File: src/rtl/ustep_pkg.sv
package ustep_pkg;

    localparam int IDX_W = 6;
    localparam int MAG_W = 8;
    localparam int QTR   = 16;

    typedef logic [IDX_W-1:0] idx_t;
    typedef logic [MAG_W-1:0] mag_t;

    localparam idx_t HOME_IDX = idx_t'(8);
    localparam mag_t HOME_MAG = mag_t'(180);

    typedef enum logic [1:0] {
        RES_FULL      = 2'b00,
        RES_QUARTER   = 2'b01,
        RES_HALF      = 2'b10,
        RES_SIXTEENTH = 2'b11
    } res_e;

    typedef enum logic [1:0] {
        QS_IDLE,
        QS_COUNT,
        QS_WAIT_LOW
    } qstate_e;

    // magnitude at k entries away from a peak (k = 0..16)
    function automatic mag_t qwave(input logic [4:0] k);
        case (k)
            5'd0:    return 8'd255;
            5'd1:    return 8'd254;
            5'd2:    return 8'd250;
            5'd3:    return 8'd244;
            5'd4:    return 8'd236;
            5'd5:    return 8'd225;
            5'd6:    return 8'd212;
            5'd7:    return 8'd197;
            5'd8:    return 8'd180;
            5'd9:    return 8'd162;
            5'd10:   return 8'd142;
            5'd11:   return 8'd120;
            5'd12:   return 8'd98;
            5'd13:   return 8'd74;
            5'd14:   return 8'd50;
            5'd15:   return 8'd25;
            default: return 8'd0;
        endcase
    endfunction

    function automatic idx_t stride_of(input logic [1:0] sel);
        case (sel)
            RES_FULL:    return idx_t'(16);
            RES_HALF:    return idx_t'(8);
            RES_QUARTER: return idx_t'(4);
            default:     return idx_t'(1);
        endcase
    endfunction

endpackage

File: src/rtl/ustep_sync.sv
module ustep_sync #(
    parameter int W      = 1,
    parameter int STAGES = 2
) (
    input  logic         clk,
    input  logic         rst_n,
    input  logic [W-1:0] d,
    output logic [W-1:0] q
);

    logic [W-1:0] stg [STAGES];

    always_ff @(posedge clk or negedge rst_n) begin
        if (!rst_n) begin
            for (int i = 0; i < STAGES; i++) stg[i] <= '0;
        end else begin
            stg[0] <= d;
            for (int i = 1; i < STAGES; i++) stg[i] <= stg[i-1];
        end
    end

    assign q = stg[STAGES-1];

endmodule

File: src/rtl/ustep_step_qual.sv
module ustep_step_qual
    import ustep_pkg::*;
#(
    parameter int MIN_HIGH = 250
) (
    input  logic clk,
    input  logic rst_n,
    input  logic park,
    input  logic step_s,
    output logic rise,
    output logic adv
);

    localparam int CNT_W = $clog2(MIN_HIGH + 1);
    localparam logic [CNT_W-1:0] LIMIT = CNT_W'(MIN_HIGH);
    localparam logic [CNT_W-1:0] ONE   = CNT_W'(1);

    qstate_e          state_q, state_d;
    logic [CNT_W-1:0] cnt_q, cnt_d;
    logic             reached;

    assign reached = (cnt_q + ONE) >= LIMIT;

    always_ff @(posedge clk or negedge rst_n) begin
        if (!rst_n) begin
            state_q <= QS_IDLE;
            cnt_q   <= '0;
        end else begin
            state_q <= state_d;
            cnt_q   <= cnt_d;
        end
    end

    always_comb begin
        state_d = state_q;
        cnt_d   = cnt_q;
        if (park) begin
            state_d = QS_WAIT_LOW;
            cnt_d   = '0;
        end else begin
            unique case (state_q)
                QS_IDLE: begin
                    if (step_s) begin
                        cnt_d   = ONE;
                        state_d = (LIMIT <= ONE) ? QS_WAIT_LOW : QS_COUNT;
                    end
                end
                QS_COUNT: begin
                    if (!step_s) begin
                        state_d = QS_IDLE;
                        cnt_d   = '0;
                    end else if (reached) begin
                        state_d = QS_WAIT_LOW;
                        cnt_d   = '0;
                    end else begin
                        cnt_d = cnt_q + ONE;
                    end
                end
                QS_WAIT_LOW: begin
                    if (!step_s) state_d = QS_IDLE;
                end
                default: state_d = QS_IDLE;
            endcase
        end
    end

    always_comb begin
        rise = !park && step_s && (state_q == QS_IDLE);
        adv  = !park && step_s &&
               (((state_q == QS_IDLE) && (LIMIT <= ONE)) ||
                ((state_q == QS_COUNT) && reached));
    end

endmodule

File: src/rtl/ustep_phase_lookup.sv
module ustep_phase_lookup
    import ustep_pkg::*;
#(
    parameter bit SINE = 1'b0
) (
    input  idx_t idx,
    output mag_t mag,
    output logic neg
);

    idx_t       a;
    logic [4:0] k;

    always_comb begin
        // sine is the cosine shifted back by a quarter cycle
        a   = SINE ? idx - idx_t'(QTR) : idx;
        k   = a[4] ? 5'(QTR) - {1'b0, a[3:0]} : {1'b0, a[3:0]};
        mag = qwave(k);
        neg = (a[5] ^ a[4]) && (mag != '0);
    end

endmodule

File: src/rtl/ustep_translator.sv
module ustep_translator
    import ustep_pkg::*;
#(
    parameter int MIN_HIGH    = 250,
    parameter int SYNC_STAGES = 2
) (
    input  logic       clk,
    input  logic       rst_n,
    input  logic       park,
    input  logic       out_off,
    input  logic       step_in,
    input  logic       dir_in,
    input  logic [1:0] res_sel,
    output logic       drive_en,
    output logic [7:0] ph1_mag,
    output logic       ph1_neg,
    output logic [7:0] ph2_mag,
    output logic       ph2_neg,
    output logic       ph1_mixed,
    output logic       ph2_mixed
);

    localparam int NPH = 2;

    logic       step_s, dir_s;
    logic [1:0] sel_s;

    ustep_sync #(.W(4), .STAGES(SYNC_STAGES)) u_sync (
        .clk   (clk),
        .rst_n (rst_n),
        .d     ({step_in, dir_in, res_sel}),
        .q     ({step_s, dir_s, sel_s})
    );

    logic rise, adv;

    ustep_step_qual #(.MIN_HIGH(MIN_HIGH)) u_qual (
        .clk    (clk),
        .rst_n  (rst_n),
        .park   (park),
        .step_s (step_s),
        .rise   (rise),
        .adv    (adv)
    );

    logic       dir_l, dir_eff;
    logic [1:0] sel_l, sel_eff;

    always_ff @(posedge clk or negedge rst_n) begin
        if (!rst_n) begin
            dir_l <= 1'b1;
            sel_l <= RES_FULL;
        end else if (rise) begin
            dir_l <= dir_s;
            sel_l <= sel_s;
        end
    end

    assign dir_eff = rise ? dir_s : dir_l;
    assign sel_eff = rise ? sel_s : sel_l;

    idx_t idx, idx_nxt, stride;

    always_comb begin
        stride  = stride_of(sel_eff);
        idx_nxt = dir_eff ? idx + stride : idx - stride;
    end

    always_ff @(posedge clk or negedge rst_n) begin
        if (!rst_n)      idx <= HOME_IDX;
        else if (park)   idx <= HOME_IDX;
        else if (adv)    idx <= idx_nxt;
    end

    mag_t           mag   [NPH];
    logic           neg   [NPH];
    logic [MAG_W:0] prev  [NPH];
    logic           mixed [NPH];

    for (genvar g = 0; g < NPH; g++) begin : g_phase
        ustep_phase_lookup #(.SINE(g == 1)) u_lut (
            .idx (idx),
            .mag (mag[g]),
            .neg (neg[g])
        );
        assign mixed[g] = {1'b0, mag[g]} < prev[g];
    end

    // prev holds the magnitude before the last step; the out-of-range
    // value after reset makes both phases request mixed decay
    always_ff @(posedge clk or negedge rst_n) begin
        if (!rst_n) begin
            for (int p = 0; p < NPH; p++) prev[p] <= {1'b1, {MAG_W{1'b0}}};
        end else if (park) begin
            for (int p = 0; p < NPH; p++) prev[p] <= {1'b1, {MAG_W{1'b0}}};
        end else if (adv) begin
            for (int p = 0; p < NPH; p++) prev[p] <= {1'b0, mag[p]};
        end
    end

    assign drive_en  = !park && !out_off;
    assign ph1_mag   = mag[0];
    assign ph1_neg   = neg[0];
    assign ph2_mag   = mag[1];
    assign ph2_neg   = neg[1];
    assign ph1_mixed = mixed[0];
    assign ph2_mixed = mixed[1];

endmodule

File: config.mk
export PLATFORM = sky130hd
export DESIGN_NAME = ustep_translator
export DESIGN_NICKNAME = d
export VERILOG_FILES = /design/src/rtl/ustep_pkg.sv /design/src/rtl/ustep_sync.sv /design/src/rtl/ustep_step_qual.sv /design/src/rtl/ustep_phase_lookup.sv /design/src/rtl/ustep_translator.sv
export SDC_FILE = /design/constraint.sdc
export NUM_CORES = 1
export LEC_CHECK = 0
export BUFFER_PORTS_ARGS = -buffer_cell sky130_fd_sc_hd__buf_2
export CAP_MARGIN = 20
export CORE_MARGIN = 5
export CORE_UTILIZATION = 33
export DETAILED_ROUTE_END_ITERATION = 16
export GPL_ROUTABILITY_DRIVEN = 0
export SYNTH_ARGS = -nofsm -noshare
export SYNTH_HDL_FRONTEND = slang
export SYNTH_SLANG_ARGS = --single-unit
File: constraint.sdc
create_clock -name clk -period 9.1 [get_ports clk]
set_clock_uncertainty 0.15 [all_clocks]
set_input_delay 0.91 -clock clk [delete_from_list [all_inputs] [get_ports clk]]
set_output_delay 0.91 -clock clk [all_outputs]
set_load 0.005 [all_outputs]
==> results of run 1 <==
==> stage by stage <==
step                area (µm²)  instances
global placement          3410        491
CTS                       3530        499
finish                    3560        501
detailed placement        3410        491
global route              3560        501
floorplan                 3180        346
==> state kept, by name (all words and copies together), names as in the netlist <==
name	cells
u_sync.q	4
u_sync.stg	4
u_qual.state_q	2
idx	6
u_qual.cnt_q	8
dir_l	1
prev	17
sel_l	2
==> routing by layer <==
metal,vias to the layer above,track usage (%),share of wire [%]
li1,1287,-,-
met1,1258,17.8,49
met2,49,20.6,46
met3,6,2.81,3.9
met4,0,3.25,1.4
met5,-,0,0
==> worst paths after layout <==
path	start	end	slack (ps)	cells after the start
min reg2reg	u_sync.stg[4]$_DFF_PN0_	u_sync.q[0]$_DFF_PN0_	200	0
max reg2reg	u_qual.state_q[1]$_DFFE_PN0P_	idx[5]$_DFFE_PN0P_	5730	13
min in group asynchronous	rst_n	prev[12]$_DFFE_PN0P_	410	1
max	idx[0]$_DFFE_PN0P_	ph1_mixed	3920	14
min	u_sync.stg[4]$_DFF_PN0_	u_sync.q[0]$_DFF_PN0_	200	0
max in group asynchronous	rst_n	idx[3]$_DFFE_PN1P_	7800	2
==> cells by family after synthesis <==
family,share of synthesized area [%]
AO/OA/AOI/OAI,22.6
XOR/XNOR,4.06
adder cells (fa/ha/maj),11.7
buffers and inverters,6.42
flip-flops,34.8
multiplexers,2.52
AND/OR/NAND/NOR,18.0
==> cell usage in the layout, fill, tap and decap left out, types with 3 or more instances in the layout <==
cell | synthesis | final
dfrtp_1 | 41 | 41
inv_1 | 34 | 34
ha_1 | 28 | 28
buf_2 | 6 | 28
nand2_1 | 26 | 26
o21ai_0 | 22 | 22
a21oi_1 | 20 | 20
nor2_1 | 17 | 17
a22o_1 | 16 | 16
nor3_1 | 11 | 11
xnor2_1 | 9 | 9
mux2i_1 | 8 | 8
nor3b_1 | 7 | 7
a21o_1 | 7 | 7
nor2b_1 | 6 | 6
clkbuf_8 | 0 | 6
nand2b_1 | 5 | 5
nand3_1 | 5 | 5
a211oi_1 | 4 | 4
or2_2 | 4 | 4
and3_1 | 4 | 4
o22ai_1 | 4 | 4
o21a_1 | 3 | 3
or3_1 | 3 | 3
a31oi_1 | 3 | 3
nand3b_1 | 3 | 3
dfstp_2 | 3 | 3
==> area by class of cell <==
type	count	area (µm²)
clock buffer	6	82.6
clock inverter	2	38.8
fill	950	5760
inverter	34	128
multi-input combinational	255	1870
sequential	44	1100
tap	129	161
timing repair buffer	31	179
==> critical path: cells and delay by family, from the launching register on <==
| family | cells | cell delay, ps |
|---|---|---|
| AO/OA/AOI/OAI | 3 | 460 |
| adder cells (fa/ha/maj) | 3 | 1020 |
| buffers and inverters | 2 | 400 |
| flip-flops | 1 | 700 |
| AND/OR/NAND/NOR | 6 | 1230 |
==> where the power goes <==
group | switching (µW) | leakage [µW] | internal [µW] | total [µW]
clock network | 72.2 | 0.0000614 | 89.9 | 162
registers | 2.50 | 0.000578 | 202 | 205
logic | 28.8 | 0.000967 | 20.4 | 49.3
==> results.md, run 1 <==
* Detailed placement HPWL at between 5000 and 6000 µm
* Crit path DAT at 4120 ps
* Synth top area share at ~32%
* Ant. Diodes at 0
* Number of port buffers at 28
* Final Max Tran Viols at 0
* Pleak at between 0.0015 and 0.002 µW
* Total power at 416 µW
* Post-synth EDFFs at 0
* Total Wirelength at ~7000 µm
* MaxCap Viol Count at 0
* Drt initial violations at between 70 and 80
* Most used DFF post-synth: dfrtp_1
* Core ar. at between 9000 and 10,000 µm²
* Layout overhead on the synthesized area at 12.1%
* Synth cell types at 60
* CP startpoint kind: flop
* Synth top area cells: dfrtp_1 32%, ha_1 11%, a22o_1 4.4%
* Vias/cell at 5.19
* Die height at about 110 µm
* Starting density of the core at 34.1%
* Slew HR at between 30 and 40%
* Final setup viols at 0
* TNS Setup at 0 ps
* Post-synthesis sequential area ratio at a little over a third
* Final hold vios at 0
* Worst Path Required at roughly 8000 ps
* H-tree Lvls at 2
* Util after Layout at 38.2%
* Global route overflow at 0
* Most common cell in the synthesized netlist: dfrtp_1
* Min Hold Slack at 202 ps
* Avg Inst Size Synth at ~9.2 µm²
* Clk pin slew, worst setup/hold paths at 90 ps
* RSZ-0062 raised after global routing: no
* CTS tree: yes
* Critical Path Most Common Cell: ha_1
* Fmax at between 150 and 200 MHz
* Cell count after synthesis at between 300 and 400
* Post-Syn Area at ~3200 µm²
* Die X at about 110 µm
* Latest clock arrival within the worst-skew pair at approximately 300 ps
* Crit path max fanout at 17
* CTS resizes at 0
* Status: completed
* Root Driver: clkbuf_8
* Yosys warns at 0
* Most frequent cells after synthesis: 41 x dfrtp_1, 34 x inv_1, 28 x ha_1, 26 x nand2_1, 22 x o21ai_0
* Nature of the critical path endpoint: output port
* Ys async rst share at 100%
* Mapped Nets at about 380
* IO Pins at 29
* Num CTS Buffers at 5
* Pre-CTS setup slack at 4300 ps
* CP peak stage delay at ~700 ps
* Hold buffers post-CTS at 0
* Row count at 35
* Setup CP Type: flop to output port
* P per Cell Area at approximately 120 nW/µm²
* Total GRT Usage at 12.9%
* Fin crit share at between 50% and 60%
* DRC Markers at 0
* Post-route minimum period at around 5200 ps
* Vias at between 2,000 and 3,000
* Critical Path, Cell by Cell: inv_1 -> ha_1 -> nand2_1 -> o21ai_0 -> ha_1 -> nor3_1 -> a21oi_1 -> nor2_1 -> ha_1 -> or2_2 -> a21oi_1 -> and4bb_1 -> nor3_1 -> buf_2
* Initial antenna violation count at 0
* Worst Tran Pin Value at 901 ps
* Synth area leader: dfrtp_1
* Vias in the first global route at about 2,600
* Final ANT Viol Nets at 0
* Slowest CP cell: dfrtp_1
* Number of synthesized register bits at between 40 and 50
* Routed len/inst at around 14 µm
* Nets at around 410
* Largest net degree at the start of global routing at 45
* Layout cell share with drive strength beyond 1 at roughly 15%
* Die Area at between 10,000 and 15,000 µm²
* Drt pass-1 iters at 4
* Post-CTS Setup Bufs at 0
* First-pass GRT wire length at 12,400 µm
* Hold Crit Class: flop to flop
* Final setup margin at 3920 ps
* CTS Buffer Depth at 2
* Sink Count at between 40 and 50
* Max VDD drop at 0.0000970 V
(Power assumes the default switching activity.)
==> run 2: changes to the inputs <==
clock period = 4.3 ns   (was 9.1 ns; I/O delays follow)
==> results.md, run 2 (synthesis results as in run 1) <==
* Post-CTS Setup Bufs at 0 (unchanged)
* GR peak layer: met2 (unchanged)
* Crit path DAT at 3430 ps (was 4120 ps)
* CTS Buffer Depth at 2 (unchanged)
* Die height at 108 µm (unchanged)
* Largest net degree at the start of global routing at 45 (unchanged)
* Crit path max fanout at 7 (was 17)
* Final ANT Viol Nets at 0 (unchanged)
* Die X at 108 µm (unchanged)
* Layout overhead on the synthesized area at 14.5% (was 12.1%)
* Hold Crit Class: input pin to flop (was flop to flop)
* Biggest regs: prev (17), u_qual.cnt_q (8), idx (6) (unchanged)
* CTS tree: yes (unchanged)
* Vias/cell at 5.18 (was 5.19)
* Status: completed (unchanged)
* Clk pin slew, worst setup/hold paths at 100 ps (was 90 ps)
* Total power at 932 µW (was 416 µW)
* H-tree Lvls at 2 (unchanged)
* P per Cell Area at 256 nW/µm² (was 117 nW/µm²)
* MaxCap Viol Count at 0 (unchanged)
* Root Driver: clkbuf_8 (unchanged)
* Largest Register: prev (unchanged)
* Final Max Tran Viols at 0 (unchanged)
* Global Route met2 Usage at 21.7% (was 20.6%)
* IO Pins at 29 (unchanged)
* RSZ-0062 raised after global routing: yes (was no)
* Critical Path, Cell by Cell: inv_2 -> ha_1 -> mux2i_2 -> inv_2 -> ha_1 -> or3_1 -> o311ai_0 -> and3_1 -> ha_1 -> a21o_1 -> a21oi_1 -> nand2_1 -> o21ai_0 -> buf_2 (was inv_1 -> ha_1 -> nand2_1 -> o21ai_0 -> ha_1 -> nor3_1 -> a21oi_1 -> nor2_1 -> ha_1 -> or2_2 -> a21oi_1 -> and4bb_1 -> nor3_1 -> buf_2)
* Layout cell share with drive strength beyond 1 at 17.7% (was 14.8%)
* Core ar. at 9330 µm² (unchanged)
* Vias in the first global route at 2,566 (was 2,610)
* Critical Path Most Common Cell: ha_1 (unchanged)
* CP startpoint kind: flop (unchanged)
* Reg2reg setup slack at 950 ps (was 5730 ps)
* Commonest non-fill, non-tap cell in the layout: dfrtp_1 (unchanged)
* Nature of the critical path endpoint: output port (unchanged)
* Multi-input logic area at 1890 µm² (was 1870 µm²)
* Slew HR at 40.6% (was 39.9%)
* Crit-path leading delay family: adder cells (was simple AND/OR/NAND/NOR gates)
* CP Buf/Inv Count at 3 (was 2)
* Fin crit share at slightly above 90%
* CP peak stage delay at 470 ps (was 700 ps)
* Worst Tran Pin Value at 891 ps (was 901 ps)
* Vias at 2,628 (was 2,600)
* Max reg flops at 17 (unchanged)
* Setup CP Type: flop to output port (unchanged)
* Routed len/inst at 14.3 µm (was 13.9 µm)
* Total Wirelength at 7260 µm (was 6960 µm)
* TNS Setup at 0 ps (unchanged)
* Global route overflow at 0 (unchanged)
* Starting density of the core at 34.1% (unchanged)
* Latest clock arrival within the worst-skew pair at 300 ps (about the same)
* First-pass GRT wire length at 12,100 µm (was 12,400 µm)
* Post-route minimum period at about 4000 ps
* GR Util met1 at 16.9% (was 17.8%)
* Nets at 414 (was 408)
* Die Area at 11,700 µm² (unchanged)
* Initial antenna violation count at 0 (unchanged)
* Fmax at roughly 250 MHz
* Total GRT Usage at 12.7% (was 12.9%)
* Commonest cells after routing, fill and taps aside: 40 x dfrtp_1, 31 x inv_1, 28 x ha_1, 28 x buf_2, 26 x nand2_1 (was 41 x dfrtp_1, 34 x inv_1, 28 x ha_1, 28 x buf_2, 26 x nand2_1)
* Worst Path Required at 3720 ps (was 8040 ps)
* Sink Count at 44 (unchanged)
* Pre-CTS setup slack at 365 ps (was 4300 ps)
* DRC Markers at 0 (unchanged)
* Drt initial violations at 69 (was 79)
* Register Area at 1110 µm² (was 1100 µm²)
* Finished Cell Area at 3640 µm² (was 3560 µm²)
* Ant. Diodes at 0 (unchanged)
* FILL cells at 926 (was 950)
* Placed standard-cell area at 3450 µm² (was 3410 µm²)
* Detailed placement HPWL at 5290 µm (was 5090 µm)
* Max VDD drop at 0.000121 V (was 0.0000970 V)
* Pleak at 0.00164 µW (was 0.00161 µW)
* Met3 usage at 2.33% (was 2.81%)
* Row count at 35 (unchanged)
* Drt pass-1 iters at 4 (unchanged)
* Final setup viols at 0 (unchanged)
* Number of port buffers at 28 (unchanged)
* Min Hold Slack at 73.7 ps (was 202 ps)
* Slowest CP cell: dfrtp_2 (was dfrtp_1)
* Final setup margin at 285 ps (was 3920 ps)
* Final hold vios at 0 (unchanged)
* Num CTS Buffers at 5 (unchanged)
run 2: cell count changes in the layout (fill, tap and decap cells not counted), sizes merged:
cell / delta
clkinv: -1
bufinv: +1
buf: +5
dlygate4sd3: +1
run 2: repair_timing:
| item | 4_1_cts | 5_1_grt |
|---|---|---|
| endpoints found under the hold margin | 0 | 17 |
| setup endpoints to repair | 0 | 2 |
| resized for setup | 0 | 9 |
| hold buffers | 0 | 1 |
run 2: metrics by stage:
| stage | util, % | cells |
|---|---|---|
| floorplan | - | 346 |
| global placement | 37.0 | 496 |
| detailed placement | 37.0 | 496 |
| CTS | 38.4 | 504 |
| global route | 39.0 | 507 |
| finish | 39.0 | 507 |
run 2: metal layers:
metal / vias up / share of wire [%]
met4: 0 / 0.62
met2: 50 / 47
met1: 1267 / 48
met5: - / 0
met3: 4 / 3.6
li1: 1307 / -
run 2: worst reg2reg max path: cells and delay by family (launching register included):
| family | cells | cell delay [ps] |
|---|---|---|
| simple gates | 4 | 940 |
| compound gates | 5 | 830 |
| flops | 1 | 410 |
| mux | 1 | 380 |
| fa+ha+maj | 1 | 280 |
| xor+xnor | 1 | 230 |
| buf+inv | 1 | 50 |
run 2: cell type report:
class | instances | area share, %
Clock buffer | 6 | 1.99
Clock inverter | 2 | 1.65
Inverter | 34 | 3.51
Multi-Input combinational cell | 255 | 51.8
Sequential cell | 44 | 30.4
Tap cell | 129 | 4.43
Timing Repair Buffer | 37 | 6.22
run 2: report_power, final:
part | leakage [µW] | internal [µW] | switching [µW]
clock network | 0.0000654 | 233 | 160
logic | 0.00100 | 44.0 | 63.2
registers | 0.000576 | 428 | 4.89
run 2: path summary, 6_finish.rpt:
check,startpoint,endpoint,cells past startpoint
min in group asynchronous,rst_n,prev[13]$_DFFE_PN0P_,2
max reg2reg,u_qual.state_q[1]$_DFFE_PN0P_,idx[5]$_DFFE_PN0P_,13
max,idx[1]$_DFFE_PN0P_,ph2_mixed,14
min reg2reg,u_sync.stg[5]$_DFF_PN0_,u_sync.q[1]$_DFF_PN0_,0
max in group asynchronous,rst_n,idx[3]$_DFFE_PN1P_,3
min,step_in,u_sync.stg[7]$_DFF_PN0_,1
==> run 3: changes to the inputs <==
HOLD_SLACK_MARGIN = 0.1   (was not set)
==> results.md, run 3 (synthesis results as in run 1) <==
* Starting density of the core at 34.1% (unchanged)
* Row count at 35 (unchanged)
* Vias at 2,651 (was 2,628)
* Core ar. at 9330 µm² (unchanged)
* Total Wirelength at 7270 µm (was 7260 µm)
* DRC Markers at 0 (unchanged)
* Total power at 934 µW (was 932 µW)
* Nature of the critical path endpoint: output port (unchanged)
* Biggest regs: prev (17), u_qual.cnt_q (8), idx (6) (unchanged)
* Final setup viols at 0 (unchanged)
* Fin crit share at 93.3% (was 93.4%)
* Ant. Diodes at 0 (unchanged)
* Total GRT Usage at 12.8% (was 12.7%)
* Hold Crit Class: flop to flop (was input pin to flop)
* Critical Path Most Common Cell: ha_1 (unchanged)
* DR WL met3 at 278 µm (was 264 µm)
* Worst Tran Pin Value at 887 ps (was 891 ps)
* CTS Buffer Depth at 2 (unchanged)
* Post-route minimum period at 4010 ps (about the same)
* Launch point of the critical path: idx[1]$_DFFE_PN0P_ (unchanged)
* Worst Path Required at 3720 ps (about the same)
* Root Driver: clkbuf_8 (unchanged)
* Largest Register: prev (unchanged)
* Final Max Tran Viols at 0 (unchanged)
* Non-filler cells, final at 511 (was 507)
* Final ANT Viol Nets at 0 (unchanged)
* Largest net degree at the start of global routing at 45 (unchanged)
* Vias in the first global route at 2,594 (was 2,566)
* Setup CP Type: flop to output port (unchanged)
* RSZ-0062 raised after global routing: yes (unchanged)
* CP startpoint kind: flop (unchanged)
* Wl on met1 at 3490 µm (was 3510 µm)
* Critical Path, Cell by Cell: inv_2 -> ha_1 -> mux2i_2 -> inv_2 -> ha_1 -> or3_1 -> o311ai_0 -> and3_1 -> ha_1 -> a21o_1 -> a21oi_1 -> nand2_1 -> o21ai_0 -> buf_2 (unchanged)
* Commonest cells after routing, fill and taps aside: 40 x dfrtp_1, 31 x inv_1, 28 x ha_1, 28 x buf_2, 26 x nand2_1 (unchanged)
* Commonest non-fill, non-tap cell in the layout: dfrtp_1 (unchanged)
* Sink Count at 44 (unchanged)
* Drt initial violations at 70 (was 69)
* Die height at 108 µm (unchanged)
* Pleak at 0.00166 µW (was 0.00164 µW)
* CP peak stage delay at 470 ps (about the same)
* Drt pass-1 iters at 4 (unchanged)
* Max VDD drop at 0.000121 V (about the same)
* Placed standard-cell area at 3450 µm² (unchanged)
* Slew HR at 40.9% (was 40.6%)
* Reg2Reg Depth at 13 (unchanged)
* Latest clock arrival within the worst-skew pair at 310 ps (was 300 ps)
* Final hold vios at 0 (unchanged)
* Initial antenna violation count at 0 (unchanged)
* Reg2reg setup slack at 960 ps (was 950 ps)
* Finished Cell Area at 3680 µm² (was 3640 µm²)
* Routed wl met2 at 3450 µm (was 3430 µm)
* P per Cell Area at 254 nW/µm² (was 256 nW/µm²)
* MaxCap Viol Count at 0 (unchanged)
* DR top layer: met4 (unchanged)
* FILL cells at 921 (was 926)
* H-tree Lvls at 2 (unchanged)
* Status: completed (unchanged)
* Die X at 108 µm (unchanged)
* IO Pins at 29 (unchanged)
* Layout cell share with drive strength beyond 1 at 17.5% (was 17.7%)
* Fmax at 249 MHz (about the same)
* First-pass GRT wire length at 12,200 µm (was 12,100 µm)
* R2R Path Start: u_qual.state_q[1]$_DFFE_PN0P_ (unchanged)
* Vias/cell at 5.19 (was 5.18)
* Slowest CP cell: dfrtp_2 (unchanged)
* Crit path DAT at 3430 ps (about the same)
* TNS Setup at 0 ps (unchanged)
* Min Hold Slack at 207 ps (was 73.7 ps)
* Nets at 418 (was 414)
* Clk pin slew, worst setup/hold paths at 90 ps (was 100 ps)
* Die Area at 11,700 µm² (unchanged)
* CP endpoint: ph2_mixed (unchanged)
* CTS tree: yes (unchanged)
* R2r endpoint: idx[5]$_DFFE_PN0P_ (unchanged)
* Max reg flops at 17 (unchanged)
* Num CTS Buffers at 5 (unchanged)
* Post-CTS Setup Bufs at 0 (unchanged)
* Detailed placement HPWL at 5290 µm (unchanged)
* Number of port buffers at 28 (unchanged)
* Cells after DPL at 496 (unchanged)
* Layout overhead on the synthesized area at 15.8% (was 14.5%)
* Routed len/inst at 14.2 µm (was 14.3 µm)
* Global route overflow at 0 (unchanged)
* Crit path max fanout at 7 (unchanged)
## run 3: cell count changes in the layout (fill, tap and decap cells not counted)
cell and delta:
dlygate4sd3_1 +4
## run 3: layout make-up
class                      instances  area, µm²  share of cell area (%)
sequential                        44       1110                    30.1
multi-input combinational        255       1890                    51.2
tap                              129        161                    4.39
clock buffer                       6       72.6                    1.97
timing repair buffer              41        267                    7.24
clock inverter                     2       60.1                    1.63
inverter                          34        128                    3.47
## run 3: worst min-delay path by stage
stage | endpoint | cells after the start | start
detailed placement | u_sync.q[2]$_DFF_PN0_ | 0 | u_sync.stg[6]$_DFF_PN0_
finish | u_sync.q[1]$_DFF_PN0_ | 0 | u_sync.stg[5]$_DFF_PN0_
global route | idx[2]$_DFFE_PN0P_ | 2 | park
floorplan | idx[0]$_DFFE_PN0P_ | 0 | rst_n
CTS | prev[13]$_DFFE_PN0P_ | 1 | rst_n
global placement | u_sync.q[2]$_DFF_PN0_ | 0 | u_sync.stg[6]$_DFF_PN0_
## run 3: power by group
group	total (µW)	internal, µW	switching (µW)
logic	110	46.4	63.3
clock network	392	233	159
registers	433	428	4.94
## run 3: layer usage
layer	vias up	global-route usage, %
li1	1314	-
met1	1280	17.0
met2	53	21.8
met3	4	2.33
met4	0	2.80
met5	-	0
## run 3: timing repair
item,CTS,global route
hold buffers,4,1
resized for setup,0,9
setup endpoints to repair,0,2
hold endpoints to repair,4,17
## run 3: per-stage QoR
| step | setup slack [ps] | util [%] |
|---|---|---|
| 6_report | 287 | 39.5 |
| 5_1_grt | -7.00 | 39.5 |
| 4_1_cts | 15.9 | 38.8 |
| 3_5_place_dp | 365 | 37.0 |
| 3_3_place_gp | 525 | 37.0 |
| 2_1_floorplan | 377 | - |
## run 3: worst max-delay path: cells and delay by family (launching register included)
kind,cells,cell delay [ps]
adder cells (fa/ha/maj),3,780
flip-flops,1,470
multiplexers,1,250
AO/OA/AOI/OAI,4,550
AND/OR/NAND/NOR,3,710
buffers and inverters,3,360
